`src/rtl/crc_pkg.sv`:
```
package crc_pkg;
  localparam int CRC_W  = 32;
  localparam int LANES  = CRC_W / 8;
  localparam int LANE_W = $clog2(LANES);
  localparam logic [CRC_W-1:0] INIT_RST = '1;
  localparam logic [CRC_W-1:0] POLY_RST = 32'h04C11DB7;

  typedef enum logic [1:0] {
    REV_NONE = 2'b00,
    REV_BYTE = 2'b01,
    REV_RSVD = 2'b10,
    REV_WORD = 2'b11
  } inRev_e;

  typedef struct packed {
    logic              loadInit;
    logic              feedWord;
    logic              feedByte;
    logic [LANE_W-1:0] lane;
  } crcStrobe_t;

  function automatic logic [CRC_W-1:0] revBits(input logic [CRC_W-1:0] v);
    logic [CRC_W-1:0] r;
    for (int i = 0; i < CRC_W; i++) r[i] = v[CRC_W-1-i];
    return r;
  endfunction

  function automatic logic [7:0] revByte(input logic [7:0] v);
    logic [7:0] r;
    for (int i = 0; i < 8; i++) r[i] = v[7-i];
    return r;
  endfunction

  // Folds the top nBits of din (left aligned) into crc, msb first.
  function automatic logic [CRC_W-1:0] crcShift(input logic [CRC_W-1:0] crc,
                                                input logic [CRC_W-1:0] din,
                                                input int nBits,
                                                input logic [CRC_W-1:0] poly);
    logic [CRC_W-1:0] c;
    logic fb;
    c = crc;
    for (int i = 0; i < CRC_W; i++) begin
      if (i < nBits) begin
        fb = c[CRC_W-1] ^ din[CRC_W-1-i];
        c  = {c[CRC_W-2:0], 1'b0} ^ (fb ? poly : '0);
      end
    end
    return c;
  endfunction
endpackage

```
`src/rtl/crc_ctrl.sv`:
```
module crc_ctrl
  import crc_pkg::*;
#(
  parameter int ADDR_W = 5
) (
  input  logic              clk,
  input  logic              rstN,
  input  logic              busSel,
  input  logic              busWrite,
  input  logic [ADDR_W-1:0] busAddr,
  input  logic [CRC_W-1:0]  busWdata,
  input  logic [LANES-1:0]  busBe,
  input  logic [CRC_W-1:0]  crcRead,
  output logic [CRC_W-1:0]  busRdata,
  output crcStrobe_t        strb,
  output logic [CRC_W-1:0]  initVal,
  output logic [CRC_W-1:0]  polyVal,
  output logic [1:0]        inMode,
  output logic              outRev
);
  localparam int IDX_W = ADDR_W - 2;
  localparam logic [IDX_W-1:0] IDX_DATA = IDX_W'(0);
  localparam logic [IDX_W-1:0] IDX_CTL  = IDX_W'(2);
  localparam logic [IDX_W-1:0] IDX_INIT = IDX_W'(4);
  localparam logic [IDX_W-1:0] IDX_POLY = IDX_W'(5);

  logic [IDX_W-1:0] wIdx;
  logic             wrEn, rdEn;
  logic [1:0]       modeQ;
  logic             outRevQ;
  logic [CRC_W-1:0] initQ, polyQ;
  logic [LANE_W-1:0] laneEnc;

  assign wIdx = busAddr[ADDR_W-1:2];
  assign wrEn = busSel & busWrite;
  assign rdEn = busSel & ~busWrite;

  always_ff @(posedge clk) begin
    if (!rstN) begin
      modeQ   <= 2'b00;
      outRevQ <= 1'b0;
    end else if (wrEn && wIdx == IDX_CTL && busBe[0]) begin
      modeQ   <= busWdata[6:5];
      outRevQ <= busWdata[7];
    end
  end

  always_ff @(posedge clk) begin
    if (!rstN) begin
      initQ <= INIT_RST;
      polyQ <= POLY_RST;
    end else if (wrEn) begin
      for (int l = 0; l < LANES; l++) begin
        if (busBe[l] && wIdx == IDX_INIT) initQ[8*l +: 8] <= busWdata[8*l +: 8];
        if (busBe[l] && wIdx == IDX_POLY) polyQ[8*l +: 8] <= busWdata[8*l +: 8];
      end
    end
  end

  always_comb begin
    laneEnc = '0;
    for (int l = 0; l < LANES; l++)
      if (busBe[l]) laneEnc = LANE_W'(l);
  end

  always_comb begin
    strb          = '0;
    strb.loadInit = wrEn && wIdx == IDX_CTL && busBe[0] && busWdata[0];
    strb.feedWord = wrEn && wIdx == IDX_DATA && (busBe == '1);
    strb.feedByte = wrEn && wIdx == IDX_DATA && $onehot(busBe);
    strb.lane     = laneEnc;
  end

  always_comb begin
    busRdata = '0;
    if (rdEn) begin
      case (wIdx)
        IDX_DATA: busRdata = crcRead;
        IDX_CTL: begin
          busRdata[7]   = outRevQ;
          busRdata[6:5] = modeQ;
        end
        IDX_INIT: busRdata = initQ;
        IDX_POLY: busRdata = polyQ;
        default:  busRdata = '0;
      endcase
    end
  end

  assign initVal = initQ;
  assign polyVal = polyQ;
  assign inMode  = modeQ;
  assign outRev  = outRevQ;
endmodule

```
`src/rtl/crc_datapath.sv`:
```
module crc_datapath
  import crc_pkg::*;
(
  input  logic             clk,
  input  logic             rstN,
  input  crcStrobe_t       strb,
  input  logic [CRC_W-1:0] wData,
  input  logic [CRC_W-1:0] initVal,
  input  logic [CRC_W-1:0] polyVal,
  input  logic [1:0]       inMode,
  input  logic             outRev,
  output logic [CRC_W-1:0] crcState,
  output logic [CRC_W-1:0] crcRead
);
  logic [CRC_W-1:0] crcQ, wordIn, nextWord, nextByte;
  logic [7:0]       byteSel, byteIn;

  always_comb begin
    case (inMode)
      REV_BYTE: for (int l = 0; l < LANES; l++) wordIn[8*l +: 8] = revByte(wData[8*l +: 8]);
      REV_WORD: wordIn = revBits(wData);
      default:  wordIn = wData;
    endcase
  end

  assign byteSel  = wData[8*strb.lane +: 8];
  assign byteIn   = inMode[0] ? revByte(byteSel) : byteSel;
  assign nextWord = crcShift(crcQ, wordIn, CRC_W, polyVal);
  assign nextByte = crcShift(crcQ, {byteIn, {(CRC_W-8){1'b0}}}, 8, polyVal);

  always_ff @(posedge clk) begin
    if (!rstN)              crcQ <= INIT_RST;
    else if (strb.loadInit) crcQ <= initVal;
    else if (strb.feedWord) crcQ <= nextWord;
    else if (strb.feedByte) crcQ <= nextByte;
  end

  assign crcState = crcQ;
  assign crcRead  = outRev ? revBits(crcQ) : crcQ;
endmodule

```
`src/rtl/crc32_engine.sv`:
```
module crc32_engine
  import crc_pkg::*;
#(
  parameter int ADDR_W = 5
) (
  input  logic              clk,
  input  logic              rstN,
  input  logic              busSel,
  input  logic              busWrite,
  input  logic [ADDR_W-1:0] busAddr,
  input  logic [31:0]       busWdata,
  input  logic [3:0]        busBe,
  output logic [31:0]       busRdata
);
  crcStrobe_t       strb;
  logic [CRC_W-1:0] initVal, polyVal, crcState, crcRead;
  logic [1:0]       inMode;
  logic             outRev;

  crc_ctrl #(.ADDR_W(ADDR_W)) uCtrl (
    .clk(clk), .rstN(rstN), .busSel(busSel), .busWrite(busWrite),
    .busAddr(busAddr), .busWdata(busWdata), .busBe(busBe),
    .crcRead(crcRead), .busRdata(busRdata), .strb(strb),
    .initVal(initVal), .polyVal(polyVal), .inMode(inMode), .outRev(outRev)
  );

  crc_datapath uDp (
    .clk(clk), .rstN(rstN), .strb(strb), .wData(busWdata),
    .initVal(initVal), .polyVal(polyVal), .inMode(inMode), .outRev(outRev),
    .crcState(crcState), .crcRead(crcRead)
  );
endmodule

```
`config.mk`:
```
export PLATFORM = sky130hd
export DESIGN_NAME = crc32_engine
export DESIGN_NICKNAME = d
export VERILOG_FILES = /design/src/rtl/crc_pkg.sv /design/src/rtl/crc_ctrl.sv /design/src/rtl/crc_datapath.sv /design/src/rtl/crc32_engine.sv
export SDC_FILE = /design/constraint.sdc
export NUM_CORES = 2
export LEC_CHECK = 0
export ABC_AREA = 1
export BUFFER_PORTS_ARGS = -buffer_cell sky130_fd_sc_hd__buf_2
export CAP_MARGIN = 40
export CORE_ASPECT_RATIO = 1.5
export CORE_MARGIN = 2
export CORE_UTILIZATION = 30
export DETAILED_ROUTE_END_ITERATION = 12
export PLACE_DENSITY = 0.44
export SYNTH_ARGS = -nofsm -noshare
export SYNTH_HDL_FRONTEND = slang
export SYNTH_SLANG_ARGS = --single-unit
```
`constraint.sdc`:
```
create_clock -name clk -period 16.2 [get_ports clk]
set_input_delay 1.62 -clock clk [delete_from_list [all_inputs] [get_ports clk]]
set_output_delay 1.62 -clock clk [all_outputs]
set_load 0.05 [all_outputs]
```
==> impl_results.md <==
- Synth cell types: 47
- Crit-path max FO: 63
- Warnings, synthesis: 0
- Syn Area/Cell: 5.644 sq um
- Core ar.: 93,080 sq um
- Worst Path Required: 16.48 ns
- Die Y-Extent: 379.4 um
- Synthesized instance count: 4,994
- Chip Width: 254.3 um
- Max Freq: 0.06962 GHz
- Slowest cell on crit path: buf_4
- Share of layout cells above drive strength 1: 0.07011
- DRC Markers: 0
- Global placement routability congestion: 0.9536
- Total gr overflow: 0
- Most common cell after layout, fill and taps aside: nand2_1
- Startpoint type of the worst setup path: input port
- Worst-path clk slew: 0.08 ns
- Dominant cells by area after synthesis: nand2_1 (25%), xnor2_1 (20%), xor2_1 (11%)
- Fraction of registers with async set/reset: 0
- Buffer levels on the longest clock path: 2
- Synth Register Bits: 99
- HPWL after detailed placement: 82,880 um
- Post-layout nets: 4,853
- Syn nets: 5,045
- Clk sink count: 99
- Setup crit start: busWdata[0]
- First-pass GRT wire length: 174,200 um
- CTS Buf Count: 9
- Skew-Pair Late Insertion Delay: 0.39 ns
- Post-DP Area: 28,570 sq um
- Antenna cell count: 0
- R2R Path Start: uCtrl.inMode[0]$_SDFFE_PN0P_
- Num rows: 137
- Initial antenna violation count: 1
- Final Routed Wirelength: 114,800 um
- Worst slew pin tran: 0.9234 ns
- Skew final: 0.01986 ns
- Vias per cell: 4.821
- Crit share post-route: 0.8867
- Time the worst path needs with I/O delays and setup: 14.36 ns
- Vias in the first global route: 27,440
- Die ar.: 96,480 sq um
- CP most frequent cell: nand2_1
- Design Area, Final: 28,910 sq um
- Yosys top cell area share: 0.2545
- TritonCTS clock tree: built
- Commonest cells after routing, fill and taps aside: nand2_1 (1,909), xnor2_1 (634), inv_1 (403), nand3_1 (358), xor2_1 (340)
- Seq/Total Area, Yosys: 0.07031
- DRT antenna net count: 0
- H-Tree Level Count: 3
- Hold Startpoint: uCtrl.initVal[4]$_SDFFE_PN1P_
- Slew Limit Fails: 0
- Endpoints failing setup: 0
- Most used DFF post-synth: dfxtp_1
- Static Leak: 13.94 nW
- Worst IR Drop VDD: 0.3652 mV
- P&R area growth vs syn: 2.579%
- HP Class: reg -> reg
- Via count: 29,210
- CP Class: in -> reg
- GRT Total Usage: 0.2363
- Worst path arrival time: 14.64 ns
- RSZ-0062 raised after global routing: no
- Initial Util: 0.3028
- R2R Setup Slk: 2.24 ns
- DR WL/cell: 18.96 um
- Cell taking the most area after synthesis: nand2_1
- Rel. slew slack: 0.3837
- P per Cell Area: 284.9 nW/um^2
- Crit-path max cell delay: 0.41 ns
- Number of iterations in the first detailed-routing pass: 6
- DRT iter0 DRCs: 2,069
- Largest net degree at the start of global routing: 71
- # IOs: 77
- Synthesized area: 28,190 sq um
- Status: finished, final reports clean
- Hold Fails Final Rpt: 0
- Max-Cap Viols: 0
- Crit end category: register
- Root Driver: clkbuf_16
- Hold Buf Count CTS: 0
- Number of synthesized flops with an enable pin: 0
- Setup TNS: 0 ns
- IO buf count: 74
==> cells in the mapped netlist (9+ instances only) <==
cell type  number
a211oi_1       19
a21oi_1        97
a221oi_1       21
a22oi_1        21
a31oi_1        13
buf_1          46
buf_2          29
buf_4          38
buf_6         102
clkbuf_1      148
dfxtp_1        99
inv_1         403
nand2_1      1911
nand2_2        50
nand2_4        13
nand3_1       358
nand3_2        28
nand4_1        18
nor2_1        316
nor2_2          9
o211ai_1       42
o21a_1         23
o21ai_0       160
xnor2_1       635
xor2_1        342
==> layer usage <==
layer,up-vias,part of all wire,track usage
met5,-,0,0
met1,13380,0.40,0.2680
met2,693,0.49,0.4270
met3,274,0.033,0.01464
met4,0,0.073,0.1497
li1,14860,-,-
==> per-stage QoR <==
step	utilization	hold slack [ns]	total power, mW	setup WS, ns	cells
final	0.3106	0.4940	8.239	1.836	6058
after global routing	0.3106	0.5210	9.333	0.08679	6058
after CTS	0.3101	0.4988	8.291	1.097	6058
after detailed placement	0.3069	0.4859	8.037	0.7364	6042
after global placement	0.3055	0.4793	7.940	0.8385	6033
after floorplan	-	0.4457	7.032	6.258	4994
==> logic make-up after synthesis <==
group	after synthesis	share of synthesized area
simple gates	2712	0.3950
fa+ha+maj	6	0.002930
xor+xnor	978	0.3042
flops	99	0.07031
buf+inv	787	0.1406
compound gates	412	0.08696
==> sequential cells by signal (all words and copies together), names as in the netlist <==
register,count
uCtrl.outRev,1
uDp.crcState,32
uCtrl.inMode,2
uCtrl.initVal,32
uCtrl.polyVal,32
==> worst max-delay path: cells and delay by family <==
kind                   cells  cell delay, ns
and+or+nand+nor           85           10.44
buffers and inverters     11            2.49
==> cell type report <==
type / instances / area (sq um)
clock buffers: 10 / 239.0
clock inverters: 6 / 56.30
fillers: 10440 / 64160
inverters: 416 / 1563
multi-input cells: 4108 / 22300
flip-flops and latches: 99 / 2023
well taps: 1251 / 1565
repair buffers: 168 / 1167
==> worst paths after layout <==
path                              endpoint  cells past startpoint
max reg2reg   uDp.crcState[1]$_SDFFE_PN1P_                     97
min reg2reg  uCtrl.initVal[4]$_SDFFE_PN1P_                      2
min          uCtrl.initVal[4]$_SDFFE_PN1P_                      2
max           uDp.crcState[1]$_SDFFE_PN1P_                     96
==> where the power goes <==
group | switching (mW) | leakage (nW) | internal [mW]
logic | 4.56 | 13.0 | 3.19
registers | 0.00511 | 0.806 | 0.247
clock network | 0.121 | 0.143 | 0.112
==> what timing repair did <==
action,4_1_cts,5_1_grt
setup buffers,0,0
endpoints found under the setup margin,0,32
hold endpoints to repair,0,0
resized for setup,0,10
(Power assumes the default switching activity.)
